<file path="config.mk">
export PLATFORM = sky130hd
export DESIGN_NAME = cfg_serial_slave
export DESIGN_NICKNAME = d
export VERILOG_FILES = /design/src/rtl/cfg_pkg.sv /design/src/rtl/cfg_line_sync.sv /design/src/rtl/cfg_regfile.sv /design/src/rtl/cfg_bus_fsm.sv /design/src/rtl/cfg_serial_slave.sv
export SDC_FILE = /design/constraint.sdc
export NUM_CORES = 1
export LEC_CHECK = 0
export BUFFER_PORTS_ARGS = -buffer_cell sky130_fd_sc_hd__buf_2
export CORE_ASPECT_RATIO = 2
export CORE_MARGIN = 2
export CORE_UTILIZATION = 56
export CTS_BUF_LIST = sky130_fd_sc_hd__clkbuf_16
export DETAILED_ROUTE_END_ITERATION = 10
export PLACE_DENSITY = 0.81
export SYNTH_ARGS = -nofsm -noshare
export SYNTH_HDL_FRONTEND = slang
export SYNTH_SLANG_ARGS = --single-unit
</file>
<file path="constraint.sdc">
create_clock -name clk -period 1.61 [get_ports clk]
set_input_delay 0.0805 -clock clk [delete_from_list [all_inputs] [get_ports clk]]
set_output_delay 0.0805 -clock clk [all_outputs]
set_load 0.01 [all_outputs]
</file>
<file path="src/rtl/cfg_pkg.sv">
package cfg_pkg;
  localparam int BYTE_W = 8;
  localparam int IDX_W  = 7;

  typedef enum logic [2:0] {
    S_IDLE, S_ADDR, S_RX, S_ACK, S_TX, S_RACK
  } bus_state_e;

  typedef enum logic [1:0] {
    PH_CMD, PH_CNT, PH_DATA
  } wr_phase_e;

  // power-up value of each register
  function automatic logic [BYTE_W-1:0] reg_default(int idx);
    case (idx)
      0:       return 8'h00;
      1:       return 8'hD8;
      default: return 8'h00;
    endcase
  endfunction

  // writable bits of each register; all others are reserved
  function automatic logic [BYTE_W-1:0] reg_wmask(int idx);
    case (idx)
      0:       return 8'h0F;
      1:       return 8'hD8;
      default: return 8'h00;
    endcase
  endfunction
endpackage

</file>
<file path="src/rtl/cfg_line_sync.sv">
module cfg_line_sync (
  input  logic clk,
  input  logic rst_n,
  input  logic scl_i,
  input  logic sda_i,
  output logic scl_rise,
  output logic scl_fall,
  output logic sda_bit,
  output logic start_det,
  output logic stop_det
);
  logic [2:0] scl_sh, sda_sh;
  logic [2:0] scl_sh_d, sda_sh_d;

  always_comb begin
    scl_sh_d = {scl_sh[1:0], scl_i};
    sda_sh_d = {sda_sh[1:0], sda_i};
  end

  always_ff @(posedge clk or negedge rst_n) begin
    if (!rst_n) begin
      scl_sh <= 3'b111;
      sda_sh <= 3'b111;
    end else begin
      scl_sh <= scl_sh_d;
      sda_sh <= sda_sh_d;
    end
  end

  // index 1 is the synchronized level, index 2 the one before
  always_comb begin
    scl_rise  = scl_sh[1] & ~scl_sh[2];
    scl_fall  = ~scl_sh[1] & scl_sh[2];
    sda_bit   = sda_sh[1];
    start_det = scl_sh[1] & scl_sh[2] & sda_sh[2] & ~sda_sh[1];
    stop_det  = scl_sh[1] & scl_sh[2] & ~sda_sh[2] & sda_sh[1];
  end
endmodule

</file>
<file path="src/rtl/cfg_regfile.sv">
module cfg_regfile #(
  parameter int NREG = 2
) (
  input  logic                    clk,
  input  logic                    rst_n,
  input  logic                    wr_en,
  input  logic [6:0]              wr_idx,
  input  logic [7:0]              wr_data,
  input  logic [6:0]              rd_idx,
  output logic [7:0]              rd_data,
  output logic [NREG-1:0][7:0]    reg_q
);
  for (genvar g = 0; g < NREG; g++) begin : g_reg
    localparam logic [7:0] RST  = cfg_pkg::reg_default(g);
    localparam logic [7:0] MASK = cfg_pkg::reg_wmask(g);
    logic [7:0] q, d;
    logic       hit;

    always_comb begin
      hit = wr_en && (wr_idx == 7'(g));
      d   = q;
      if (hit) d = wr_data & MASK;
    end

    always_ff @(posedge clk or negedge rst_n) begin
      if (!rst_n) q <= RST;
      else        q <= d;
    end

    assign reg_q[g] = q;
  end

  always_comb begin
    rd_data = 8'h00;
    for (int i = 0; i < NREG; i++) begin
      if (rd_idx == 7'(i)) rd_data = reg_q[i];
    end
  end

  // contents move only after a write strobe
  assert_hold_no_write_R10: assert property (@(posedge clk) disable iff (!rst_n)
    !wr_en |=> $stable(reg_q));
endmodule

</file>
<file path="src/rtl/cfg_bus_fsm.sv">
module cfg_bus_fsm #(
  parameter logic [6:0] DEV_ADDR = 7'h69,
  parameter int         NREG     = 2
) (
  input  logic       clk,
  input  logic       rst_n,
  input  logic       scl_rise,
  input  logic       scl_fall,
  input  logic       sda_bit,
  input  logic       start_det,
  input  logic       stop_det,
  output logic       sda_oe,
  output logic       wr_en,
  output logic [6:0] wr_idx,
  output logic [7:0] wr_data,
  output logic [6:0] rd_idx,
  input  logic [7:0] rd_data
);
  import cfg_pkg::*;
  localparam logic [7:0] NREG_B = 8'(NREG);

  bus_state_e st_q, st_d;
  wr_phase_e  ph_q, ph_d;
  logic [3:0] cnt_q, cnt_d;
  logic [7:0] sh_q, sh_d;
  logic       ack_q, ack_d;
  logic       rd_q, rd_d;
  logic       byte_q, byte_d;
  logic       done_q, done_d;
  logic       first_q, first_d;
  logic       mack_q, mack_d;
  logic [6:0] ptr_q, ptr_d;
  logic [7:0] rem_q, rem_d;
  logic       send_cnt;
  logic [7:0] tx_load;

  always_comb begin
    send_cnt = !byte_q && first_q;
    tx_load  = send_cnt ? NREG_B : rd_data;
  end

  always_comb begin
    st_d = st_q; ph_d = ph_q; cnt_d = cnt_q; sh_d = sh_q;
    ack_d = ack_q; rd_d = rd_q; byte_d = byte_q; done_d = done_q;
    first_d = first_q; mack_d = mack_q; ptr_d = ptr_q; rem_d = rem_q;
    wr_en = 1'b0; wr_idx = ptr_q; wr_data = sh_q; rd_idx = ptr_q;
    if (stop_det) begin
      st_d = S_IDLE;
    end else if (start_det) begin
      st_d = S_ADDR; cnt_d = 4'd0;
    end else begin
      unique case (st_q)
        S_IDLE: ;
        S_ADDR, S_RX: begin
          if (scl_rise && cnt_q != 4'd8) begin
            sh_d  = {sh_q[6:0], sda_bit};
            cnt_d = cnt_q + 4'd1;
          end else if (scl_fall && cnt_q == 4'd8) begin
            cnt_d = 4'd0;
            st_d  = S_ACK;
            if (st_q == S_ADDR) begin
              if (sh_q[7:1] == DEV_ADDR) begin
                ack_d = 1'b1;
                rd_d  = sh_q[0];
                if (sh_q[0]) first_d = 1'b1;
                else begin ph_d = PH_CMD; done_d = 1'b0; end
              end else begin
                st_d = S_IDLE;
              end
            end else begin
              unique case (ph_q)
                PH_CMD: begin
                  ack_d  = 1'b1;
                  byte_d = sh_q[7];
                  ptr_d  = sh_q[7] ? sh_q[6:0] : 7'd0;
                  ph_d   = sh_q[7] ? PH_DATA : PH_CNT;
                end
                PH_CNT: begin
                  ack_d = 1'b1; rem_d = sh_q; ptr_d = 7'd0; ph_d = PH_DATA;
                end
                default: begin
                  if (byte_q) begin
                    ack_d  = !done_q;
                    wr_en  = !done_q;
                    done_d = 1'b1;
                  end else begin
                    ack_d = (rem_q != 8'd0);
                    wr_en = (rem_q != 8'd0);
                    if (rem_q != 8'd0) begin
                      rem_d = rem_q - 8'd1;
                      ptr_d = ptr_q + 7'd1;
                    end
                  end
                end
              endcase
            end
          end
        end
        S_ACK: begin
          if (scl_fall) begin
            cnt_d = 4'd0;
            if (rd_q) begin
              sh_d = tx_load; st_d = S_TX; first_d = 1'b0;
              if (!send_cnt) ptr_d = ptr_q + 7'd1;
            end else begin
              st_d = S_RX;
            end
          end
        end
        S_TX: begin
          if (scl_fall) begin
            if (cnt_q == 4'd7) st_d = S_RACK;
            else begin
              sh_d  = {sh_q[6:0], 1'b0};
              cnt_d = cnt_q + 4'd1;
            end
          end
        end
        S_RACK: begin
          if (scl_rise) mack_d = !sda_bit;
          else if (scl_fall) begin
            if (mack_q) begin
              sh_d = tx_load; st_d = S_TX; cnt_d = 4'd0; first_d = 1'b0;
              if (!send_cnt) ptr_d = ptr_q + 7'd1;
            end else begin
              st_d = S_IDLE;
            end
          end
        end
        default: st_d = S_IDLE;
      endcase
    end
  end

  always_ff @(posedge clk or negedge rst_n) begin
    if (!rst_n) begin
      st_q <= S_IDLE; ph_q <= PH_CMD; cnt_q <= 4'd0; sh_q <= 8'h00;
      ack_q <= 1'b0; rd_q <= 1'b0; byte_q <= 1'b0; done_q <= 1'b0;
      first_q <= 1'b0; mack_q <= 1'b0; ptr_q <= 7'd0; rem_q <= 8'd0;
    end else begin
      st_q <= st_d; ph_q <= ph_d; cnt_q <= cnt_d; sh_q <= sh_d;
      ack_q <= ack_d; rd_q <= rd_d; byte_q <= byte_d; done_q <= done_d;
      first_q <= first_d; mack_q <= mack_d; ptr_q <= ptr_d; rem_q <= rem_d;
    end
  end

  always_comb sda_oe = ((st_q == S_ACK) && ack_q) || ((st_q == S_TX) && !sh_q[7]);

  // a STOP always frees the line on the next cycle
  assert_stop_release_R9: assert property (@(posedge clk) disable iff (!rst_n)
    stop_det |=> !sda_oe);
  // a START always frees the line for address reception
  assert_start_release_R9: assert property (@(posedge clk) disable iff (!rst_n)
    start_det |=> !sda_oe);
  // data output moves only after an SCL fall or a bus condition
  assert_oe_after_fall_R6: assert property (@(posedge clk) disable iff (!rst_n)
    (!scl_fall && !start_det && !stop_det) |=> $stable(sda_oe));
  // one strobe per received byte
  assert_single_strobe_R5: assert property (@(posedge clk) disable iff (!rst_n)
    wr_en |=> !wr_en);
endmodule

</file>
<file path="src/rtl/cfg_serial_slave.sv">
module cfg_serial_slave #(
  parameter logic [6:0] DEV_ADDR = 7'h69,
  parameter int         NREG     = 2,
  parameter int         SEL_W    = 4
) (
  input  logic             clk,
  input  logic             rst_n,
  input  logic             scl_i,
  input  logic             sda_i,
  output logic             sda_oe,
  output logic [SEL_W-1:0] spread_sel,
  output logic             ref_en,
  output logic             ref_fast,
  output logic             clk_en,
  output logic             clk_fast
);
  logic [1:0] rst_sh;
  logic       rst_s;
  logic       scl_rise, scl_fall, sda_bit, start_det, stop_det;
  logic       wr_en;
  logic [6:0] wr_idx, rd_idx;
  logic [7:0] wr_data, rd_data;
  logic [NREG-1:0][7:0] reg_q;

  always_ff @(posedge clk or negedge rst_n) begin
    if (!rst_n) rst_sh <= 2'b00;
    else        rst_sh <= {rst_sh[0], 1'b1};
  end
  assign rst_s = rst_sh[1];

  cfg_line_sync u_sync (
    .clk(clk), .rst_n(rst_s), .scl_i(scl_i), .sda_i(sda_i),
    .scl_rise(scl_rise), .scl_fall(scl_fall), .sda_bit(sda_bit),
    .start_det(start_det), .stop_det(stop_det)
  );

  cfg_bus_fsm #(.DEV_ADDR(DEV_ADDR), .NREG(NREG)) u_fsm (
    .clk(clk), .rst_n(rst_s), .scl_rise(scl_rise), .scl_fall(scl_fall),
    .sda_bit(sda_bit), .start_det(start_det), .stop_det(stop_det),
    .sda_oe(sda_oe), .wr_en(wr_en), .wr_idx(wr_idx), .wr_data(wr_data),
    .rd_idx(rd_idx), .rd_data(rd_data)
  );

  cfg_regfile #(.NREG(NREG)) u_regs (
    .clk(clk), .rst_n(rst_s), .wr_en(wr_en), .wr_idx(wr_idx),
    .wr_data(wr_data), .rd_idx(rd_idx), .rd_data(rd_data), .reg_q(reg_q)
  );

  always_comb begin
    spread_sel = reg_q[0][SEL_W-1:0];
    ref_en     = reg_q[1][7];
    ref_fast   = reg_q[1][6];
    clk_en     = reg_q[1][4];
    clk_fast   = reg_q[1][3];
  end
endmodule

</file>
# Yosys cells after proc, flatten, opt, wreduce, memory -nomap -nowiden

Index checks and enable logic that the tools add are counted.

Add/sub/neg operators: 3
Multiply operators: 0
Div/mod/pow operators: 0
Magnitude comparators: 0
Equality and inequality tests: 46
Shifts and indexed selects: 0
Multiplexer cells: 85
Bitwise logic cells: 16
Reductions and logical operators: 36

Operators with widths:

| kind                                                   | count |
|---|---|
| 2-to-1 mux 8 bit                                       | 12 |
| 2-to-1 mux 7 bit                                       | 12 |
| 2-to-1 mux 4 bit                                       | 10 |
| 2-to-1 mux 3 bit                                       | 12 |
| case mux 8 bit (4 select lines)                        | 1 |
| AND reduction 9 bit                                    | 3 |
| 2-to-1 mux 1 bit                                       | 26 |
| AND reduction 13 bit                                   | 2 |
| inequality test 2 x 1 -> 1 bit (second input constant) | 11 |
| case mux 7 bit (3 select lines)                        | 1 |
| inequality test 4 x 3 -> 1 bit (second input constant) | 5 |
| inequality test 4 bit (second input constant)          | 4 |
| case mux 4 bit (4 select lines)                        | 1 |
| case mux 8 bit (2 select lines)                        | 1 |
| AND reduction 8 bit                                    | 2 |
| case mux 3 bit (5 select lines)                        | 1 |
| inequality test 2 bit (second input constant)          | 7 |
| case mux 7 bit (2 select lines)                        | 1 |
| AND reduction 7 bit                                    | 2 |
| inequality test 3 x 2 -> 1 bit (second input constant) | 4 |
| AND reduction 11 bit                                   | 1 |
| 2-to-1 mux 2 bit                                       | 5 |
| inequality test 3 bit (second input constant)          | 3 |
| NOT 1 bit                                              | 9 |
| other kinds (30)                                       | 50 |

Bits in registers: 54
Bits in latches: 0
Memory bits (writable): 0
Bits in read-only memories: 0
Bits of input ports: 4
Output and inout bits: 9
Logic and storage cells: 203
Memories: 0

# Depth between registers and ports, before layout

Word-level depth: 10
Mapped depth: 9
Mapped depth without buffers: 8

# Hierarchy

Synthesis repeated with hierarchy kept, for this count alone.

Cells, all modules: 373
Area, all modules: 3459.6 um^2

Modules (own cells, without submodules):

| module           | instances | cells an instance | area an instance (um^2) | sequential area each (um^2) |
|---|---|---|---|---|
| cfg_bus_fsm      | 1         | 317               | 2705.1                  | 950.9 |
| cfg_regfile      | 1         | 43                | 510.5                   | 205.2 |
| cfg_line_sync    | 1         | 10                | 190.2                   | 157.7 |
| cfg_serial_slave | 1         | 3                 | 53.8                    | 50.0 |

# Worst setup path before layout

No wires, ideal clock.

Kind: register -> register
Start point: register u_fsm.cnt_q[0]
End point: register u_fsm.ptr_q[0], in the netlist u_fsm.rd_idx[0]
Setup time: 0.124 ns
Data arrival time: 1.834 ns
Required time: 1.486 ns
Path slack: -0.348 ns
Cell stages (with the launch flop): 9
Buffers on the path: 1
Period minus slack after synthesis: 1.958 ns
Cells stage by stage: dfrtp_1 > inv_1 > ha_1 > and3b_1 > nand2_2 > a211oi_2 > o2111ai_2 > buf_6 > a211o_1

Cells in the longest elaborated chain, start to end: 4
Elaborated cells on any way between the ends: 7
Classes of those cells: eq/ne (4); reduce/logical (3)

Ends and longest elaborated chain:

| item                                                                              | line                                 | text |
|---|---|---|
| start: declaration                                                                | cfg_bus_fsm.sv:24                    | `logic [3:0] cnt_q, cnt_d;` |
| start signal: assignment                                                          | cfg_bus_fsm.sv:137                   | `st_q <= S_IDLE; ph_q <= PH_CMD; cnt_q <= 4'd0; sh_q <= 8'h00;` |
| start signal: assignment                                                          | cfg_bus_fsm.sv:141                   | `st_q <= st_d; ph_q <= ph_d; cnt_q <= cnt_d; sh_q <= sh_d;` |
| inequality test 4 bit or == test 4 bit (tied branches)                            | cfg_bus_fsm.sv:55, cfg_bus_fsm.sv:58 |  |
| logical AND 1 bit, on equally long branches                                       | cfg_bus_fsm.sv:55, cfg_bus_fsm.sv:58 |  |
| inequality test 2 bit (no line) or inequality test 2 x 1 -> 1 bit (tied branches) | --                                   |  |
| AND reduction 13 bit (no line) (*)                                                | --                                   |  |
| end signal: assignment                                                            | cfg_bus_fsm.sv:143                   | `first_q <= first_d; mack_q <= mack_d; ptr_q <= ptr_d; rem_q <= rem_d;` |
| end: declaration                                                                  | cfg_bus_fsm.sv:32                    | `logic [6:0] ptr_q, ptr_d;` |

Every way passes the cells marked *; elsewhere a longest branch is shown, timed or not.
A chain may end at the register's enable or synchronous reset.

# Worst setup path after layout

Start point: register u_fsm.rem_q[5]
End point: register u_fsm.ptr_q[0], in the netlist u_fsm.rd_idx[0]

Cells in the longest elaborated chain, start to end: 3

Ends and longest elaborated chain:

| item                                     | line               | text |
|---|---|---|
| start: declaration                       | cfg_bus_fsm.sv:33  | `logic [7:0] rem_q, rem_d;` |
| start signal: assignment                 | cfg_bus_fsm.sv:143 |  |
| nonzero test 8 bit                       | cfg_bus_fsm.sv:89  | `if (rem_q != 8'd0) begin` |
| inequality test 4 x 1 -> 1 bit (no line) | --                 |  |
| AND reduction 13 bit (no line)           | --                 |  |

Every way passes these cells.

==> flow_summary.yaml <==
outcome:
  status: "finished with violations"
  violations: "setup timing"
layout:
  final_area_mm2: 0.00483
  layout_common_cells: "buf_4 (96), dfrtp_1 (40), nor2_1 (22)"
  drive_above_1_share_pct: 53.4
  areaGrowthSynthToFinish_pct: 50.9
  fillers: 268
  num_antenna_cells: 0
  nets: 478
  final_util_pct: 86.0
  mostFrequentLayoutCell: "buf_4"
routing:
  viasPerCell: 6.52
  post_drt_wl_per_cell_um: 21.8
  wirelength_mm: 11.5
  antenna_left: 0
  drc: 0
  vias: 3449
  first_pass_iters: 6
  drt_iter0_drc: 375
synth:
  synth_edf_count: 0
  synthArstFlopShare_pct: 100
  synth_seq_cells: 54
  yosysUniqueCellTypes: 66
  seq_area_frac_synth_pct: 42.6
  yosysWarnings: 0
  syn_inst: 343
  avgSynthCellArea_um2: 9.32
  synth_fp_nets: 354
  syn-cell-area_mm2: 0.00320
  synth_flop_cell: "dfrtp_1"
timing:
  worst-slew-pin-transition_ns: 0.602
  period_share_pct: 132
  maxSlewHeadroom_pct: 59.8
  fin_worst_skew_ns: 0.0114
  period_needed_ns: 2.13
  setup_viol: 46
  fmax_ghz: 0.470
  setup_slack_ns: -0.517
  rsz0062_at_grt: "yes"
  fin_tns_setup_ns: -16.82
  hold_viol_final: 0
  maxSlewViolCount: 0
setup_path:
  end_kind: "flip-flop"
  crit_required_ns: 1.80
  reg2reg_to: "u_fsm.rd_idx[0]$_DFFE_PN0P_"
  crit_start: "u_fsm.rem_q[5]$_DFFE_PN0P_"
  max_stage_delay_ns: 0.42
  crit_slowest_cell: "dfrtp_1"
  worst-r2r-setup-slack_ns: -0.52
  crit_end: "u_fsm.rd_idx[0]$_DFFE_PN0P_"
  worst-r2r-cell-count: 7
  crit_chain: "nor4_4 > a31oi_1 > nand3b_1 > o2111ai_4 > buf_4 > nor3_1 > a211o_1"
  start_kind: "flip-flop"
  critPathArrivalTime_ns: 2.32
  reg2reg_from: "u_fsm.rem_q[5]$_DFFE_PN0P_"
  crit_path_max_fanout: 7
  path_class: "reg -> reg"
clocking:
  cts_tree: "done"
  clk_pin_slew_ns: 0.07
  clockBufferDepth: 2
  clk_latency_ns: 0.30
  htreeDepth: 2
  cts.sinks: 54
  numCtsBuffers: 5
  cts.root.buffer_cell: "clkbuf_16"
place:
  pre_cts_slack_ns: -0.458
  place_area_mm2: 0.00396
  dp_hpwl_mm: 6.33
  portBuffers: 12
  finalWeightedCongestion: 0.916
floorplan:
  die_h_um: 111
  num_rows: 39
  start_util_pct: 57.0
  core-area_mm2: 0.00561
  die-width_um: 57.4
  io_pins: 13
  die_area_mm2: 0.00637
grt:
  grt_pass1_vias: 3359
  grt_max_degree: 53
  grt_pass1_wl_mm: 16.1
  antenna_found_initial: 0
  grt_overflow: 0
  grt_usage_pct: 32.4
job:
  max-cap-violations: 0
power:
  p_leak_nw: 2.21
  powerDensity_mw_per_mm2: 746
  vdd_drop_max_mv: 0.904
hold_path:
  hold_path.class: "in -> async"
-- metal layers --
layer / wire length, um / global-route usage [%]
met1: 4190 / 40.3
met2: 6250 / 52.9
met3: 816 / 4.43
met4: 266 / 17.7
met5: 0 / 0
-- what timing repair did --
action | in CTS | in global routing
buffers inserted | 9 | 15
hold endpoints to repair | 4 | 0
cloned | 1 | 1
hold buffers | 3 | 0
pin swaps | 18 | 28
resized for setup | 48 | 74
endpoints found under the setup margin | 46 | 46
-- cells in the mapped netlist, types with 2 or more instances --
library cell / count / area [um^2]
mux2i_1: 3 / 30.0
a211o_1: 2 / 17.5
nor3_1: 7 / 35.0
nor3b_1: 3 / 22.5
or4_1: 2 / 15.0
o22a_1: 2 / 17.5
o2bb2ai_1: 2 / 17.5
o31ai_1: 2 / 15.0
a21oi_1: 29 / 145
nor2_1: 32 / 120
nand3_1: 8 / 40.0
nor4_4: 3 / 63.8
nand3b_1: 7 / 52.6
mux2_1: 9 / 101
a31oi_1: 6 / 37.5
nand2b_1: 11 / 68.8
clkbuf_1: 3 / 11.3
nand2_1: 30 / 113
a211oi_1: 2 / 15.0
mux2_2: 2 / 22.5
nor4_1: 2 / 12.5
a22oi_1: 6 / 45.0
nor2b_1: 6 / 37.5
a222oi_1: 2 / 20.0
inv_1: 13 / 48.8
dfstp_2: 10 / 263
o32a_1: 2 / 20.0
buf_2: 9 / 45.0
nand4_1: 2 / 12.5
o21ai_0: 14 / 70.1
o21ai_1: 23 / 115
a32oi_1: 4 / 35.0
ha_1: 7 / 87.6
dfrtp_1: 44 / 1100
and3_1: 3 / 18.8
-- per-stage QoR --
| stage | power [mW] | hold WS [ns] | cells |
|---|---|---|---|
| 3_3_place_gp | 2.11 | -0.135 | 492 |
| 2_1_floorplan | 1.83 | -0.215 | 343 |
| 3_5_place_dp | 2.14 | -0.134 | 492 |
| 6_report | 3.60 | 0.0928 | 529 |
| 5_1_grt | 3.69 | 0.106 | 529 |
| 4_1_cts | 3.44 | 0.0859 | 513 |
-- kinds of logic after synthesis --
logic type / after synthesis / synth area share, %
XOR/XNOR: 1 / 0.274
buffers and inverters: 27 / 4.11
multiplexers: 15 / 5.28
AO/OA/AOI/OAI: 112 / 23.0
adder cells (fa/ha/maj): 7 / 2.74
AND/OR/NAND/NOR: 126 / 21.8
other: 1 / 0.117
flip-flops: 54 / 42.6
-- where the power goes --
| group | internal, mW | switching (mW) | leakage [nW] |
|---|---|---|---|
| clock | 0.735 | 0.520 | 0.0818 |
| combinational | 0.366 | 0.457 | 1.43 |
| sequential | 1.45 | 0.0748 | 0.699 |
| total | 2.55 | 1.05 | 2.21 |
-- critical path: cells and delay by family, from the launching register on --
family,cells,cell delay [ns]
AO/OA/AOI/OAI,3,0.72
AND/OR/NAND/NOR,3,0.70
flip-flops,1,0.42
buffers and inverters,1,0.18
-- how the worst min path moves through the flow --
stage          start             endpoint  slack, ns  depth (start not counted)
2_1_floorplan  rst_n  rst_sh[0]$_DFF_PN0_      -0.22                          0
3_3_place_gp   rst_n  rst_sh[0]$_DFF_PN0_      -0.14                          1
3_5_place_dp   rst_n  rst_sh[0]$_DFF_PN0_      -0.13                          1
4_1_cts        rst_n  rst_sh[1]$_DFF_PN0_       0.09                          2
5_1_grt        rst_n  rst_sh[0]$_DFF_PN0_       0.11                          2
6_report       rst_n  rst_sh[0]$_DFF_PN0_       0.09                          2
-- flip-flops by register name, indices dropped and copies added, names as in the netlist --
name           cells
u_fsm.rd_q         1
u_fsm.rd_idx       7
u_fsm.cnt_q        4
u_fsm.byte_q       1
u_fsm.wr_data      8
u_fsm.done_q       1
u_fsm.first_q      1
rst_sh             2
u_fsm.ack_q        1
u_fsm.mack_q       1
u_sync.scl_sh      3
u_fsm.st_q         3
u_regs.g.q         8
u_fsm.ph_q         2
u_sync.sda_sh      3
u_fsm.rem_q        8
-- layout make-up --
class,instances,area [um^2],share of cell area [%]
multi-input combinational,263,2130,44.2
clock inverter,3,42.5,0.881
inverter,13,48.8,1.01
clock buffer,5,125,2.59
tap,61,76.3,1.58
sequential,54,1370,28.4
timing repair buffer,130,1030,21.4
No activity file was read; power rests on OpenSTA's default activity.
